[src/rtl/irq_sense_pkg.sv]
package irq_sense_pkg;

  localparam int SGI_COUNT = 16;
  localparam int PPI_COUNT = 7;
  localparam int PPI_BASE  = 25;
  localparam int SPI_BASE  = 32;
  localparam int RSV_LO    = 16;
  localparam int RSV_HI    = 24;

  // index of each private line inside the private vector; ID = PPI_BASE + index
  typedef enum logic [2:0] {
    PPI_MAINT    = 3'd0,
    PPI_HYP_TMR  = 3'd1,
    PPI_VIRT_TMR = 3'd2,
    PPI_LEG_FIQ  = 3'd3,
    PPI_SEC_TMR  = 3'd4,
    PPI_NS_TMR   = 3'd5,
    PPI_LEG_IRQ  = 3'd6
  } ppi_idx_e;

  // polarity per private line: 1 = active-low
  localparam logic [PPI_COUNT-1:0] PPI_ACT_LOW = 7'b100_1000;

  function automatic int ppi_id(input int k);
    return PPI_BASE + k;
  endfunction

  function automatic int spi_id(input int k);
    return SPI_BASE + k;
  endfunction

  function automatic logic level_asserted(input logic s, input logic act_low);
    return s ^ act_low;
  endfunction

  function automatic logic is_legacy(input int k);
    return (k == int'(PPI_LEG_FIQ)) || (k == int'(PPI_LEG_IRQ));
  endfunction

  // next value of an edge-latched pending bit; set beats clear
  function automatic logic edge_next(input logic cur, input logic set,
                                     input logic clr, input logic keep);
    return keep & ((cur & ~clr) | set);
  endfunction

endpackage

[src/rtl/irq_sync.sv]
module irq_sync #(
  parameter int W = 1,
  parameter int STAGES = 2,
  parameter logic [W-1:0] RST_VAL = '0
) (
  input  logic         clk,
  input  logic         rst_n,
  input  logic [W-1:0] d,
  output logic [W-1:0] q
);
  logic [W-1:0] stg [STAGES];

  always_ff @(posedge clk or negedge rst_n) begin
    if (!rst_n) stg[0] <= RST_VAL;
    else        stg[0] <= d;
  end

  for (genvar s = 1; s < STAGES; s++) begin : g_stage
    always_ff @(posedge clk or negedge rst_n) begin
      if (!rst_n) stg[s] <= RST_VAL;
      else        stg[s] <= stg[s-1];
    end
  end

  assign q = stg[STAGES-1];
endmodule

[src/rtl/irq_sgi_bank.sv]
module irq_sgi_bank
  import irq_sense_pkg::*;
#(
  parameter int N  = SGI_COUNT,
  parameter int IW = $clog2(N)
) (
  input  logic          clk,
  input  logic          rst_n,
  input  logic          wr,
  input  logic [IW-1:0] wr_id,
  input  logic [N-1:0]  clr_hit,
  output logic [N-1:0]  pend
);
  logic [N-1:0] set_hit;
  logic [N-1:0] pend_q;

  for (genvar i = 0; i < N; i++) begin : g_sgi
    assign set_hit[i] = wr && (wr_id == IW'(i));

    always_ff @(posedge clk or negedge rst_n) begin
      if (!rst_n) pend_q[i] <= 1'b0;
      else        pend_q[i] <= edge_next(pend_q[i], set_hit[i], clr_hit[i], 1'b1);
    end

    p_sgi_set_r2: assert property (@(posedge clk) disable iff (!rst_n)
      set_hit[i] |=> pend_q[i]);

    p_sgi_hold_r2: assert property (@(posedge clk) disable iff (!rst_n)
      (pend_q[i] && !clr_hit[i]) |=> pend_q[i]);

    p_sgi_clear_r3: assert property (@(posedge clk) disable iff (!rst_n)
      (clr_hit[i] && !set_hit[i]) |=> !pend_q[i]);

    p_sgi_race_r4: assert property (@(posedge clk) disable iff (!rst_n)
      (clr_hit[i] && set_hit[i]) |=> pend_q[i]);
  end

  assign pend = pend_q;
endmodule

[src/rtl/irq_spi_sense.sv]
module irq_spi_sense
  import irq_sense_pkg::*;
#(
  parameter int N = 32
) (
  input  logic         clk,
  input  logic         rst_n,
  input  logic [N-1:0] line_s,
  input  logic [N-1:0] edge_cfg,
  input  logic [N-1:0] clr_hit,
  output logic [N-1:0] pend
);
  logic [N-1:0] prev_q;
  logic [N-1:0] edge_q;
  logic [N-1:0] rise;

  always_ff @(posedge clk or negedge rst_n) begin
    if (!rst_n) prev_q <= '0;
    else        prev_q <= line_s;
  end

  assign rise = line_s & ~prev_q;

  for (genvar i = 0; i < N; i++) begin : g_line
    always_ff @(posedge clk or negedge rst_n) begin
      if (!rst_n) edge_q[i] <= 1'b0;
      else        edge_q[i] <= edge_next(edge_q[i], rise[i], clr_hit[i], edge_cfg[i]);
    end

    assign pend[i] = edge_cfg[i] ? edge_q[i] : level_asserted(line_s[i], 1'b0);

    p_edge_set_r10: assert property (@(posedge clk) disable iff (!rst_n)
      (edge_cfg[i] && rise[i]) |=> edge_q[i]);

    p_edge_sticky_r10: assert property (@(posedge clk) disable iff (!rst_n)
      (edge_cfg[i] && edge_q[i] && !clr_hit[i]) |=> edge_q[i]);

    p_edge_race_r4: assert property (@(posedge clk) disable iff (!rst_n)
      (edge_cfg[i] && rise[i] && clr_hit[i]) |=> edge_q[i]);

    p_level_drop_r11: assert property (@(posedge clk) disable iff (!rst_n)
      !edge_cfg[i] |=> !edge_q[i]);
  end
endmodule

[src/rtl/irq_sense_top.sv]
module irq_sense_top
  import irq_sense_pkg::*;
#(
  parameter int NUM_SHARED  = 64,
  parameter int NUM_IDS     = SPI_BASE + NUM_SHARED,
  parameter int ID_W        = $clog2(NUM_IDS),
  parameter int SPI_W       = (NUM_SHARED > 0) ? NUM_SHARED : 1,
  parameter int SYNC_STAGES = 2
) (
  input  logic               clk,
  input  logic               rst_n,
  input  logic               if_en_wr,
  input  logic               if_en_val,
  input  logic               sgi_wr,
  input  logic [3:0]         sgi_id,
  input  logic               clr_wr,
  input  logic [ID_W-1:0]    clr_id,
  input  logic               ppi_maint,
  input  logic               ppi_hyp_tmr,
  input  logic               ppi_virt_tmr,
  input  logic               leg_fiq_n,
  input  logic               ppi_sec_tmr,
  input  logic               ppi_ns_tmr,
  input  logic               leg_irq_n,
  input  logic [SPI_W-1:0]   spi_in,
  input  logic [SPI_W-1:0]   spi_edge_cfg,
  output logic [NUM_IDS-1:0] pend,
  output logic               fiq_req,
  output logic               irq_req
);
  logic                  if_en_q;
  logic [PPI_COUNT-1:0]  ppi_raw;
  logic [PPI_COUNT-1:0]  ppi_s;
  logic [SGI_COUNT-1:0]  sgi_clr;
  logic [SGI_COUNT-1:0]  sgi_pend;
  logic [SPI_BASE-1:0]   low_pend;

  // interface enable: resets disabled so the bypass is active
  always_ff @(posedge clk or negedge rst_n) begin
    if (!rst_n)        if_en_q <= 1'b0;
    else if (if_en_wr) if_en_q <= if_en_val;
  end

  // legacy bypass straight from the pins while disabled
  assign fiq_req = ~if_en_q & ~leg_fiq_n;
  assign irq_req = ~if_en_q & ~leg_irq_n;

  // private lines, ordered by index = ID - PPI_BASE
  assign ppi_raw = {leg_irq_n, ppi_ns_tmr, ppi_sec_tmr, leg_fiq_n,
                    ppi_virt_tmr, ppi_hyp_tmr, ppi_maint};

  irq_sync #(.W(PPI_COUNT), .STAGES(SYNC_STAGES), .RST_VAL(PPI_ACT_LOW)) i_ppi_sync (
    .clk(clk), .rst_n(rst_n), .d(ppi_raw), .q(ppi_s)
  );

  for (genvar i = 0; i < SGI_COUNT; i++) begin : g_sgi_clr
    assign sgi_clr[i] = clr_wr && (clr_id == ID_W'(i));
  end

  irq_sgi_bank #(.N(SGI_COUNT), .IW(4)) i_sgi (
    .clk(clk), .rst_n(rst_n), .wr(sgi_wr), .wr_id(sgi_id),
    .clr_hit(sgi_clr), .pend(sgi_pend)
  );

  always_comb begin
    low_pend = '0;
    low_pend[SGI_COUNT-1:0] = sgi_pend;
    for (int k = 0; k < PPI_COUNT; k++) begin
      low_pend[ppi_id(k)] = level_asserted(ppi_s[k], PPI_ACT_LOW[k]) &
                            (is_legacy(k) ? if_en_q : 1'b1);
    end
  end

  if (NUM_SHARED > 0) begin : g_spi
    logic [NUM_SHARED-1:0] spi_s;
    logic [NUM_SHARED-1:0] spi_clr;
    logic [NUM_SHARED-1:0] spi_pend;

    irq_sync #(.W(NUM_SHARED), .STAGES(SYNC_STAGES), .RST_VAL('0)) i_spi_sync (
      .clk(clk), .rst_n(rst_n), .d(spi_in), .q(spi_s)
    );

    for (genvar k = 0; k < NUM_SHARED; k++) begin : g_spi_clr
      assign spi_clr[k] = clr_wr && (clr_id == ID_W'(spi_id(k)));
    end

    irq_spi_sense #(.N(NUM_SHARED)) i_spi (
      .clk(clk), .rst_n(rst_n), .line_s(spi_s), .edge_cfg(spi_edge_cfg),
      .clr_hit(spi_clr), .pend(spi_pend)
    );

    assign pend = {spi_pend, low_pend};
  end else begin : g_no_spi
    assign pend = low_pend;
  end

  p_en_load_r12: assert property (@(posedge clk) disable iff (!rst_n)
    if_en_wr |=> (if_en_q == $past(if_en_val)));

  p_bypass_quiet_r7: assert property (@(posedge clk) disable iff (!rst_n)
    if_en_q |-> (!fiq_req && !irq_req));

  p_legacy_hidden_r6: assert property (@(posedge clk) disable iff (!rst_n)
    !if_en_q |-> (!pend[ppi_id(int'(PPI_LEG_FIQ))] && !pend[ppi_id(int'(PPI_LEG_IRQ))]));

  p_reserved_idle_r8: assert property (@(posedge clk) disable iff (!rst_n)
    pend[RSV_HI:RSV_LO] == '0);
endmodule

[config.mk]
export PLATFORM = sky130hd
export DESIGN_NAME = irq_sense_top
export DESIGN_NICKNAME = d
export VERILOG_FILES = /design/src/rtl/irq_sense_pkg.sv /design/src/rtl/irq_sync.sv /design/src/rtl/irq_sgi_bank.sv /design/src/rtl/irq_spi_sense.sv /design/src/rtl/irq_sense_top.sv
export SDC_FILE = /design/constraint.sdc
export NUM_CORES = 1
export LEC_CHECK = 0
export ABC_AREA = 1
export BUFFER_PORTS_ARGS = -buffer_cell sky130_fd_sc_hd__buf_2
export CORE_AREA = 2 2 135 150
export DETAILED_ROUTE_END_ITERATION = 6
export DIE_AREA = 0 0 137 152
export PLACE_DENSITY = 0.79
export SETUP_SLACK_MARGIN = 0.4
export SYNTH_ARGS = -nofsm -noshare
export SYNTH_HDL_FRONTEND = slang
export SYNTH_SLANG_ARGS = --single-unit
[constraint.sdc]
create_clock -name clk -period 0.8 [get_ports clk]
set_input_delay 0.08 -clock clk [delete_from_list [all_inputs] [get_ports clk]]
set_output_delay 0.08 -clock clk [all_outputs]
set_load 0.02 [all_outputs]
# Word level (Yosys, flattened, before mapping)
# Index checks and enable logic that the tools add are counted.
dict set report totals {
  in_bits 152
  ramBits 0
  register_bits 287
  output_inout_bits 98
  rom_bits 0
  latch_bits 0
  memories 0
}
dict set report classes {
  mux 64
  n_eq_ne 94
  order_cmp 0
  div 0
  shift 0
  addsub 0
  reduce_logical 98
  multipliers 0
  bitwise_logic 315
}
# cell count
set ops {}
lappend ops {{7-bit by 6-bit == test with 1-bit output (second input constant)} 32}
lappend ops {{7-bit == test (second input constant)} 32}
lappend ops {{1-bit bitwise AND} 148}
lappend ops {{1-bit logical AND} 96}
lappend ops {{1-bit inverter} 85}
lappend ops {{1-bit OR} 80}
lappend ops {{64-bit bitwise AND} 1}
lappend ops {{1-bit two-way mux} 64}
lappend ops {{64-bit inverter} 1}
lappend ops {{7-bit by 4-bit == test with 1-bit output (second input constant)} 8}
lappend ops {{4-bit == test (second input constant)} 8}
lappend ops {{7-bit by 3-bit == test with 1-bit output (second input constant)} 4}
lappend ops {{4-bit by 3-bit == test with 1-bit output (second input constant)} 4}
lappend ops {{7-bit by 2-bit == test with 1-bit output (second input constant)} 2}
lappend ops {{4-bit by 2-bit == test with 1-bit output (second input constant)} 2}
lappend ops {{7-bit by 1-bit == test with 1-bit output (second input constant)} 1}
lappend ops {{7-bit logical NOT} 1}
lappend ops {{4-bit by 1-bit == test with 1-bit output (second input constant)} 1}
lappend ops {{4-bit logical NOT} 1}

# Logic depth before layout (Yosys ltp)
# Gate-level depths: netlist of run 1.
dict set report depth {
  word_depth 6
  depth_mapped 7
  ltp_nobuf 6
}

# Cells and area by module
# A second synthesis of run 1 with hierarchy kept.
dict set report unflattened {
  cells_unflattened 1091
  hier_area_um2 10871.7
}
# module cells_each area_each_um2 instances
set modules_own_cells {}
lappend modules_own_cells {irq_spi_sense 640 5365.1 1}
lappend modules_own_cells {{irq_sync at g_spi.i_spi_sync} 192 3683.5 1}
lappend modules_own_cells {irq_sgi_bank 91 718.2 1}
lappend modules_own_cells {irq_sense_top 147 696.9 1}
lappend modules_own_cells {{irq_sync at i_ppi_sync} 21 407.9 1}

# Least setup slack after synthesis of run 1
# Ideal clock, no wire load.
dict set report synth_timing {
  kind {register to output}
  start {register g_spi.i_spi_sync.stg (netlist bit g_spi.i_spi_sync.q[0])}
  end {output pend[32]}
  arrival_ps 838
  path_stages_with_launch 3
  slack_ps -118
  n_path_buf 0
  required_time_ps 720
  path_cell_list {dfrtp_1 inv_1 o21ai_0}
}
dict set report synth_between {
  elab_chain_cells 1
}
# item line_no
set synth_lines {}
lappend synth_lines {{from (decl)} irq_sync.sv:11} ;# logic [W-1:0] stg [STAGES];
lappend synth_lines {{from (signal, indexed assignment)} irq_sync.sv:21} ;# else stg[s] <= stg[s-1];
lappend synth_lines {{1-bit two-way mux} irq_spi_sense.sv:30} ;# assign pend[i] = edge_cfg[i] ? edge_q[i] : level_asserted(line_s[i], 1'b0);
lappend synth_lines {{to (decl)} irq_sense_top.sv:27} ;# output logic [NUM_IDS-1:0] pend,
# No other way between the ends.

# Worst setup path after layout of run 1
dict set report layout_timing {
  start {register g_spi.i_spi_sync.stg (netlist bit g_spi.i_spi_sync.q[38])}
  end {output pend[70]}
}
# Same word-level chain as after synthesis.

==> results of run 1 <==
==> logic make-up (layout without fill, tap and decap cells) <==
group,Yosys count,in the layout
compound gates,100,100
buf+inv,137,604
flops,287,287
other cells,1,17
simple gates,445,445
==> power by group through the flow <==
stage                     Sequential [mW]  Combinational [mW]  Clock, mW
after floorplan                      16.3                1.95          0
after global placement               16.1                3.92          0
after detailed placement             16.2                3.99          0
after CTS                            16.0                5.23       14.1
after global routing                 16.2                6.23       14.8
final                                16.1                5.86       14.1
==> what timing repair did <==
item | 4_1_cts | 5_1_grt
buffers inserted | 52 | 46
gates resized for setup | 303 | 143
setup endpoints to repair | 305 | 310
hold buffers | 72 | 1
hold endpoints to repair | 439 | 367
pin swaps | 38 | 42
==> per-layer routing <==
metal / vias to the layer above / routed length (um) / track usage [%]
met5: - / 24 / 0
met4: 4 / 2416 / 16.00
met3: 172 / 2222 / 6.340
met2: 415 / 17940 / 51.79
met1: 4345 / 11280 / 32.62
li1: 3906 / - / -
==> sequential cells by signal, summed over array words and instances, names as in the netlist <==
register,count
i_ppi_sync.stg,7
g_spi.i_spi.prev_q,64
g_spi.i_spi.edge_q,64
g_spi.i_spi_sync.stg,64
i_ppi_sync.q,7
if_en_q,1
i_sgi.pend,16
g_spi.i_spi_sync.q,64
==> cell type report <==
class / count / area [um^2]
tap: 252 / 315.3
timing repair buffer: 440 / 3914
inverter: 112 / 461.7
clock inverter: 13 / 157.7
fill: 923 / 2863
sequential: 287 / 7207
antenna: 8 / 20.02
clock buffer: 39 / 843.3
multi-input combinational: 554 / 3677
==> worst reg2reg max path, cell delays in order, from the launching register on <==
cell     delay (ns)
dfrtp_1        0.39
nand2_2        0.13
buf_6          0.12
buf_6          0.10
inv_2          0.04
nand2_2        0.06
nand2_1        0.08
==> worst paths after layout <==
path                                                     startpoint                                  to  slack (ns)  cells after the start
worst max-delay path               g_spi.i_spi_sync.q[38]$_DFF_PN0_                            pend[70]       -0.59                      3
worst min-delay path                                          rst_n     g_spi.i_spi.edge_q[8]$_DFF_PN0_       -0.63                      1
worst max register to register     g_spi.i_spi.edge_q[36]$_DFF_PN0_    g_spi.i_spi.edge_q[36]$_DFF_PN0_       -0.25                      6
worst min register to register  g_spi.i_spi_sync.stg[105]$_DFF_PN0_    g_spi.i_spi_sync.q[41]$_DFF_PN0_        0.35                      0
max in group asynchronous                                     rst_n  g_spi.i_spi_sync.stg[73]$_DFF_PN0_        0.36                      3
min in group clk                                           if_en_wr                 if_en_q$_DFFE_PN0P_       -0.28                      2
==> stage by stage <==
stage	power (mW)	std cells	utilization (%)	hold WS (ns)	setup WS, ns
after floorplan	18.24	978	-	-0.2156	0.01783
after global placement	20.01	1475	65.99	-0.07087	-0.2759
after detailed placement	20.15	1475	65.99	-0.06876	-0.3120
after CTS	35.31	1651	80.97	-0.6343	-0.5636
after global routing	37.25	1705	85.29	-0.6334	-0.6166
final	36.07	1705	85.29	-0.6287	-0.5930
==> cell usage in the layout, fill, tap and decap left out, types with 29 or more instances in the layout <==
cell type	synthesis	final
o21ai_4	0	63
buf_6	0	176
inv_2	1	84
nor2_2	2	34
buf_4	18	30
nand2_1	277	180
nand3_1	56	46
nor2_1	107	56
clkbuf_16	0	29
dfrtp_1	283	267
dlygate4sd3_1	0	72
nand2_2	0	94
buf_2	4	150
==> flow_metrics.py, run 1 <==
metrics = {
    "detailed_routing": {
        "drtAntennaViolNets": 0,
        "routed_wl_um": 33890,
        "first_pass_iters": 5,
        "viasPerCell": 5.186,
        "vias": 8842,
        "initialDrtViolationCount": 586,
        "wl_per_cell_um": 19.88,
        "drc": 0,
    },
    "synth": {
        "ys_warn_count": 0,
        "synth_area_leaders": "dfrtp_1 70%, nand2_1 10%, inv_1 4.1%, o21ai_0 4.0%, nor2_1 4.0%",
        "ys_async_sr_fraction_pct": 100.0,
        "synth_seq_cells": 287,
        "yosys-top-cells-count": "283 x dfrtp_1, 277 x nand2_1, 111 x inv_1",
        "postSynthAreaPerCell_um2": 10.39,
        "synth-main-ff-cell": "dfrtp_1",
        "yosysMostFrequentCell": "dfrtp_1",
        "synth-edff-count": 0,
        "synth_cells": 970,
        "synthMuxAreaShare_pct": 0,
        "yosysTopAreaCellShare_pct": 70.27,
        "synthesis.area_mm2": 0.01008,
        "synth_top_family_by_area": "simple AND/OR/NAND/NOR gates",
        "yosysUniqueCellTypes": 17,
        "yosys.area_share.simple_pct": 17.39,
        "synth_xor_area_share_pct": 0,
        "synth_compound_area_share_pct": 5.438,
        "ys_seq_area_share_pct": 71.31,
        "synthAdderAreaFrac_pct": 0,
        "yosys.area.top_type": "dfrtp_1",
    },
    "sta": {
        "setup_ws_ns": -0.5930,
        "setup_viol": 125,
        "fin_crit_sh_pct": 174.1,
        "slew_violations": 0,
        "tns_ns": -46.43,
        "hold-worst-slack_ns": -0.6287,
        "finClkSkew_ns": 0.01392,
        "finalHoldViolCount": 362,
        "fmax_mhz": 717.9,
        "rsz0062_at_grt": "true",
        "fin_crit_ns": 1.393,
    },
    "worst_setup_path": {
        "crit_path_start_kind": "flop",
        "critPathSlowestCell": "dfrtp_1",
        "max_stage_delay_ns": 0.37,
        "crit_path_end_kind": "primary output",
        "cp_top_family": "flip-flops",
        "worst_ep_required_time_ns": 0.72,
        "crit_chain": "inv_2 > o21ai_4 > buf_6",
        "crit_type": "flop to primary output",
        "worst_ep_arrival_time_ns": 1.31,
        "worst-path-max-fanout": 2,
        "cp_num_buf_inv": 2,
    },
    "grt": {
        "grt_pass1_wl_um": 46740,
        "antenna_found_initial": 10,
        "grt_max_degree": 62,
        "grt_usage_pct": 29.39,
        "globalRouteOverflowTotal": 0,
        "grt_pass1_vias": 9215,
    },
    "floorplan": {
        "dieArea_mm2": 0.02082,
        "ioPinCount": 250,
        "start_util_pct": 51.79,
        "chipWidth_um": 137,
        "core-area_mm2": 0.01946,
        "rows": 54,
        "die_h_um": 152,
    },
    "place": {
        "placed_area_mm2": 0.01284,
        "port_buffers": 240,
        "dp_hpwl_um": 17900,
        "gp_congestion": 0.8309,
    },
    "outcome": {
        "outcome": "complete, but fails checks",
        "violations": "hold timing, setup timing",
    },
    "layout": {
        "fin_area_mm2": 0.01660,
        "nets": 1575,
        "area_growth_pct": 64.67,
        "drive_gt1_share_pct": 52.94,
    },
    "cts": {
        "insertion_delay_ns": 0.54,
        "cts_tree": "yes",
        "clock_path_buffers": 3,
        "clk_pin_slew_worst_paths_ns": 0.07,
        "htree_levels": 1,
        "clockRootBuffer": "clkbuf_16",
        "cts_buffers": 28,
        "cts.sinks": 287,
    },
    "job": {
        "cap_violations": 0,
    },
    "power_and_ir_drop": {
        "clock_power_share_pct": 39.1,
        "leakagePower_nw": 8.025,
        "powerDensity_mw_per_mm2": 2173,
        "switching_share_pct": 26.33,
        "pwr-share-seq_pct": 44.7,
        "internal_power_mw": 26.57,
        "p_switching_mw": 9.495,
        "ir_drop_v": 0.002260,
        "pwr-share-comb_pct": 16.2,
    },
    "min_path": {
        "hold_class": "input pin to async pin",
    },
}
No activity file was read; power rests on OpenSTA's default activity.
==> run 2, diff against run 1 <==
--- a/config.mk
+++ b/config.mk
@@ -5,12 +5,11 @@
 export SDC_FILE = /design/constraint.sdc
 export NUM_CORES = 1
 export LEC_CHECK = 0
-export ABC_AREA = 1
 export BUFFER_PORTS_ARGS = -buffer_cell sky130_fd_sc_hd__buf_2
-export CORE_AREA = 2 2 135 150
+export CORE_AREA = 2 2 140 156
 export DETAILED_ROUTE_END_ITERATION = 6
-export DIE_AREA = 0 0 137 152
-export PLACE_DENSITY = 0.79
+export DIE_AREA = 0 0 142 158
+export PLACE_DENSITY = 0.74
 export SETUP_SLACK_MARGIN = 0.4
 export SYNTH_ARGS = -nofsm -noshare
 export SYNTH_HDL_FRONTEND = slang
==> constraint.sdc (replaced) <==
create_clock -name clk -period 1.2 [get_ports clk]
set_input_delay 0.12 -clock clk [delete_from_list [all_inputs] [get_ports clk]]
set_output_delay 0.12 -clock clk [all_outputs]
set_load 0.02 [all_outputs]
==> flow_metrics.py, run 2 <==
metrics = {
    "outcome": {
        "outcome": "complete, but fails checks",
        "violations": "setup timing",
    },
    "layout": {
        "layout_common_cells": "282 x dfrtp_1, 174 x buf_6, 149 x buf_2, 142 x dlygate4sd3_1, 81 x o21ai_1",
        "area_growth_pct": 65.53,
        "nets": 1464,
        "drive_gt1_share_pct": 44.00,
        "final_common_cell": "dfrtp_1",
    },
    "place": {
        "gp_congestion": 0.8030,
        "dp_hpwl_um": 15590,
        "port_buffers": 240,
    },
    "worst_setup_path": {
        "crit_start": "g_spi.i_spi_sync.q[59]$_DFF_PN0_",
        "crit_path_end_kind": "primary output",
        "worst_ep_required_time_ns": 1.08,
        "crit_path_start_kind": "flop",
        "reg2reg_to": "g_spi.i_spi.edge_q[53]$_DFF_PN0_",
        "rrSetupSlack_ns": -0.02,
        "worst-path-max-fanout": 2,
        "worstReg2RegStart": "g_spi.i_spi.edge_q[53]$_DFF_PN0_",
        "r2r_cells": 8,
        "crit_type": "flop to primary output",
        "worst_ep_arrival_time_ns": 1.29,
    },
    "cts": {
        "cts_buffers": 29,
        "clk_pin_slew_worst_paths_ns": 0.06,
        "clock_path_buffers": 3,
        "cts.sinks": 287,
        "clockRootBuffer": "clkbuf_16",
        "htree_levels": 1,
        "cts_tree": "yes",
        "insertion_delay_ns": 0.54,
    },
    "floorplan": {
        "ioPinCount": 250,
        "rows": 56,
        "core-area_mm2": 0.02095,
        "die_h_um": 158,
        "chipWidth_um": 142,
        "dieArea_mm2": 0.02244,
        "start_util_pct": 46.27,
    },
    "detailed_routing": {
        "viasPerCell": 4.992,
        "wl_per_cell_um": 18.48,
        "first_pass_iters": 4,
        "vias": 7977,
        "drc": 0,
        "initialDrtViolationCount": 331,
        "drtAntennaViolNets": 0,
        "routed_wl_um": 29540,
    },
    "sta": {
        "setup_viol": 70,
        "setup_ws_ns": -0.2068,
        "finClkSkew_ns": 0.01198,
        "fin_crit_sh_pct": 117.2,
        "hold-worst-slack_ns": 0.01534,
        "tns_ns": -9.660,
        "fin_crit_ns": 1.407,
        "finalHoldViolCount": 0,
        "fmax_mhz": 710.8,
        "rsz0062_at_grt": "true",
        "slew_violations": 0,
    },
    "synth": {
        "synth_cells": 770,
        "yosys-top-cells-count": "283 x dfrtp_1, 134 x o21ai_0, 66 x nand3b_1, 66 x nor2_1, 65 x nand2_1",
        "synth_seq_cells": 287,
        "ys_warn_count": 0,
        "synth_area_leaders": "dfrtp_1 73%, o21ai_0 6.9%, nand3b_1 5.1%, nor2_1 2.6%, nand2_1 2.5%",
        "postSynthAreaPerCell_um2": 12.59,
        "synth-edff-count": 0,
        "synthesis.area_mm2": 0.009694,
        "synth-main-ff-cell": "dfrtp_1",
        "yosysMostFrequentCell": "dfrtp_1",
        "yosysUniqueCellTypes": 25,
        "ys_async_sr_fraction_pct": 100.0,
        "yosysTopAreaCellShare_pct": 73.05,
        "ys_seq_area_share_pct": 74.14,
        "yosys.area.top_type": "dfrtp_1",
    },
    "min_path": {
        "hold_class": "input pin to flop",
        "min_from": "sgi_id[0]",
        "hold_depth": 3,
        "holdPathEnd": "i_sgi.pend[5]$_DFF_PN0_",
    },
    "power_and_ir_drop": {
        "ir_drop_v": 0.001411,
        "powerDensity_mw_per_mm2": 1486,
        "leakagePower_nw": 7.544,
    },
    "grt": {
        "grt_usage_pct": 24.71,
        "globalRouteOverflowTotal": 0,
        "grt_pass1_wl_um": 43260,
        "grt_pass1_vias": 8629,
        "grt_max_degree": 53,
        "antenna_found_initial": 5,
    },
    "job": {
        "cap_violations": 0,
    },
}
[run 2: cell type report]
type                    count  area [um^2]
diodes                      3        7.507
clock buffers              37        805.8
clock inverters            16        219.0
fillers                  1220         4903
inverters                  64        240.2
multi-input cells         398         2542
flip-flops and latches    287         7188
well taps                 261        326.6
repair buffers            532         4717
[run 2: through the flow]
stage                     cell area (um^2)  setup WS (ns)  utilization [%]  total power [mW]  std cells
after floorplan                      10100        0.05699                -             11.78        778
final                                16050        -0.2068            76.59             23.85       1598
after global placement               11700       -0.08502            55.84             12.84       1285
after detailed placement             11700        -0.1114            55.84             12.93       1285
after global routing                 16040        -0.2440            76.58             24.68       1597
after CTS                            15320        -0.1728            73.14             23.49       1556
[run 2: worst max-delay path, cell delays in order, from the launching register on]
cell,delay [ns]
dfrtp_1,0.39
inv_1,0.07
o21ai_2,0.16
buf_6,0.14
[run 2: how the worst max path moves through the flow]
stage / slack [ns] / cells past startpoint / endpoint
finish: -0.21 / 3 / pend[91]
global route: -0.24 / 3 / pend[91]
CTS: -0.17 / 2 / pend[28]
detailed placement: -0.11 / 5 / i_sgi.pend[4]$_DFF_PN0_
global placement: -0.09 / 5 / i_sgi.pend[5]$_DFF_PN0_
floorplan: 0.06 / 5 / i_sgi.pend[12]$_DFF_PN0_
[run 2: cell families (layout without fill, tap and decap cells)]
group	Yosys count	count (layout)	share of synthesized area [%]
flip-flops	287	287	74.14
other	1	12	0.03868
multiplexers	1	1	0.1162
buffers and inverters	93	649	4.324
AND/OR/NAND/NOR	228	228	13.13
AO/OA/AOI/OAI	160	160	8.260
[run 2: per-layer routing]
layer,part of all wire [%],global-route usage (%)
met1,37,28.53
met2,52,44.03
met3,6.2,5.929
met4,4.4,10.62
met5,0.047,0
[run 2: where the power goes]
part | internal, mW | switching [mW]
registers | 10.3 | 0.325
logic | 1.88 | 1.72
clock network | 5.82 | 3.78
[run 2: what timing repair did]
action	in CTS	in global routing
endpoints found under the hold margin	439	0
pin swaps	68	8
setup endpoints to repair	90	153
resized for setup	204	173
setup buffers	74	39
hold buffers	144	0
==> run 3, diff against run 2 <==
--- a/config.mk
+++ b/config.mk
@@ -6,9 +6,9 @@
 export NUM_CORES = 1
 export LEC_CHECK = 0
 export BUFFER_PORTS_ARGS = -buffer_cell sky130_fd_sc_hd__buf_2
-export CORE_AREA = 2 2 140 156
+export CORE_AREA = 5 5 143 159
 export DETAILED_ROUTE_END_ITERATION = 6
-export DIE_AREA = 0 0 142 158
+export DIE_AREA = 0 0 148 164
 export PLACE_DENSITY = 0.74
 export SETUP_SLACK_MARGIN = 0.4
 export SYNTH_ARGS = -nofsm -noshare
==> flow_metrics.py, run 3 (same netlist as run 2, synthesis figures left out) <==
metrics = {
    "worst_setup_path": {
        "r2r_cells": 4,
        "worst_ep_required_time_ns": 1.08,
        "worst-path-max-fanout": 2,
        "crit_type": "flop to primary output",
        "crit_path_end_kind": "primary output",
        "crit_path_start_kind": "flop",
        "worst_ep_arrival_time_ns": 1.29,
    },
    "floorplan": {
        "chipWidth_um": 148,
        "core-area_mm2": 0.02095,
        "dieArea_mm2": 0.02427,
        "start_util_pct": 46.27,
        "die_h_um": 164,
        "rows": 56,
        "ioPinCount": 250,
    },
    "power_and_ir_drop": {
        "leakagePower_nw": 7.478,
        "ir_drop_v": 0.001416,
        "powerDensity_mw_per_mm2": 1483,
    },
    "layout": {
        "multi_input_area_mm2": 0.002554,
        "final_common_cell": "dfrtp_1",
        "seq_area_mm2": 0.007188,
        "nets": 1453,
        "area_growth_pct": 64.33,
        "drive_gt1_share_pct": 43.01,
        "fillers": 1196,
        "layout_common_cells": "282 x dfrtp_1, 167 x buf_6, 150 x buf_2, 141 x dlygate4sd3_1, 77 x o21ai_1",
    },
    "sta": {
        "setup_viol": 68,
        "fin_crit_ns": 1.411,
        "hold-worst-slack_ns": -0.04190,
        "slew_violations": 0,
        "finalHoldViolCount": 4,
        "rsz0062_at_grt": "true",
        "fin_crit_sh_pct": 117.6,
        "finClkSkew_ns": 0.007916,
        "setup_ws_ns": -0.2107,
        "fmax_mhz": 708.9,
    },
    "place": {
        "gp_congestion": 0.7891,
        "port_buffers": 240,
        "dp_hpwl_um": 16150,
        "post-place-ws_ns": -0.1151,
    },
    "detailed_routing": {
        "initialDrtViolationCount": 417,
        "routed_wl_um": 30120,
        "wl_per_cell_um": 18.97,
        "drtAntennaViolNets": 0,
        "drc": 0,
        "viasPerCell": 5.030,
        "vias": 7988,
        "first_pass_iters": 5,
    },
    "min_path": {
        "hold_depth": 3,
        "hold_class": "input pin to flop",
    },
    "cts": {
        "insertion_delay_ns": 0.53,
        "htree_levels": 1,
        "clk_pin_slew_worst_paths_ns": 0.06,
        "clock_path_buffers": 3,
        "cts_tree": "yes",
        "cts.sinks": 287,
        "cts_buffers": 29,
        "clockRootBuffer": "clkbuf_16",
    },
    "grt": {
        "grt_max_degree": 57,
        "grt_pass1_wl_um": 44500,
        "grt_pass1_vias": 8638,
        "grt_usage_pct": 23.23,
        "globalRouteOverflowTotal": 0,
        "antenna_found_initial": 6,
    },
    "job": {
        "cap_violations": 0,
    },
    "outcome": {
        "violations": "hold timing, setup timing",
        "outcome": "complete, but fails checks",
    },
}
-- run 3: changes by cell type in the layout (fill, tap and decap cells not counted), moves of 3 or more --
cell     before  now
nand2_2      25   19
nand2_1      40   46
o21ai_0       6   11
o21ai_2      71   67
o21ai_4       2    5
o21ai_1      81   77
buf_6       174  167
-- run 3: layout make-up --
class,count,share of cell area [%]
multi-input cells,398,16.03
inverters,64,1.508
repair buffers,521,28.90
diodes,4,0.06283
clock inverters,12,1.052
clock buffers,41,5.278
flip-flops and latches,287,45.12
well taps,261,2.050
-- run 3: repair_timing --
item                                    CTS  global route
pin swaps                                68            13
hold endpoints to repair                439             9
hold buffers                            142             2
setup buffers                            64            39
gates resized for setup                 195           164
endpoints found under the setup margin   90           154
-- run 3: worst paths after layout --
path	end	startpoint	slack, ns
hold / removal	i_sgi.pend[0]$_DFF_PN0_	sgi_id[0]	-0.04
setup reg to reg	g_spi.i_spi.edge_q[14]$_DFF_PN0_	g_spi.i_spi_sync.q[14]$_DFF_PN0_	0.22
max in group asynchronous	g_spi.i_spi.prev_q[39]$_DFF_PN0_	rst_n	0.56
setup / recovery	pend[39]	g_spi.i_spi_sync.q[7]$_DFF_PN0_	-0.21
hold reg to reg	g_spi.i_spi_sync.q[49]$_DFF_PN0_	g_spi.i_spi_sync.stg[113]$_DFF_PN0_	0.34
min in group asynchronous	if_en_q$_DFFE_PN0P_	rst_n	0.06
-- run 3: per-stage QoR --
stage	TNS, ns	power, mW	utilization [%]	area [um^2]	std cells
6_report	-9.593	23.62	76.04	15930	1588
2_1_floorplan	0	11.78	-	10100	778
3_3_place_gp	-1.680	12.87	55.94	11720	1286
4_1_cts	-8.869	23.32	72.65	15220	1545
5_1_grt	-13.92	24.51	76.02	15930	1586
3_5_place_dp	-2.683	12.94	55.94	11720	1286
-- run 3: routing by layer --
layer,vias to the layer above,routed length [um],track usage (%)
li1,3613,-,-
met1,3987,11060,27.72
met2,296,15920,41.47
met3,84,1985,5.464
met4,8,1109,8.064
met5,-,52,0
-- run 3: worst max-delay path: stages, from the launching register on --
cell and delay (ns):
dfrtp_1 0.35, inv_1 0.06, o21ai_2 0.20, buf_6 0.15
-- run 3: report_power, final --
part	leakage, nW	switching, mW	internal [mW]
Sequential	3.41	0.326	10.3
Combinational	3.57	1.73	1.84
Clock	0.502	3.68	5.73
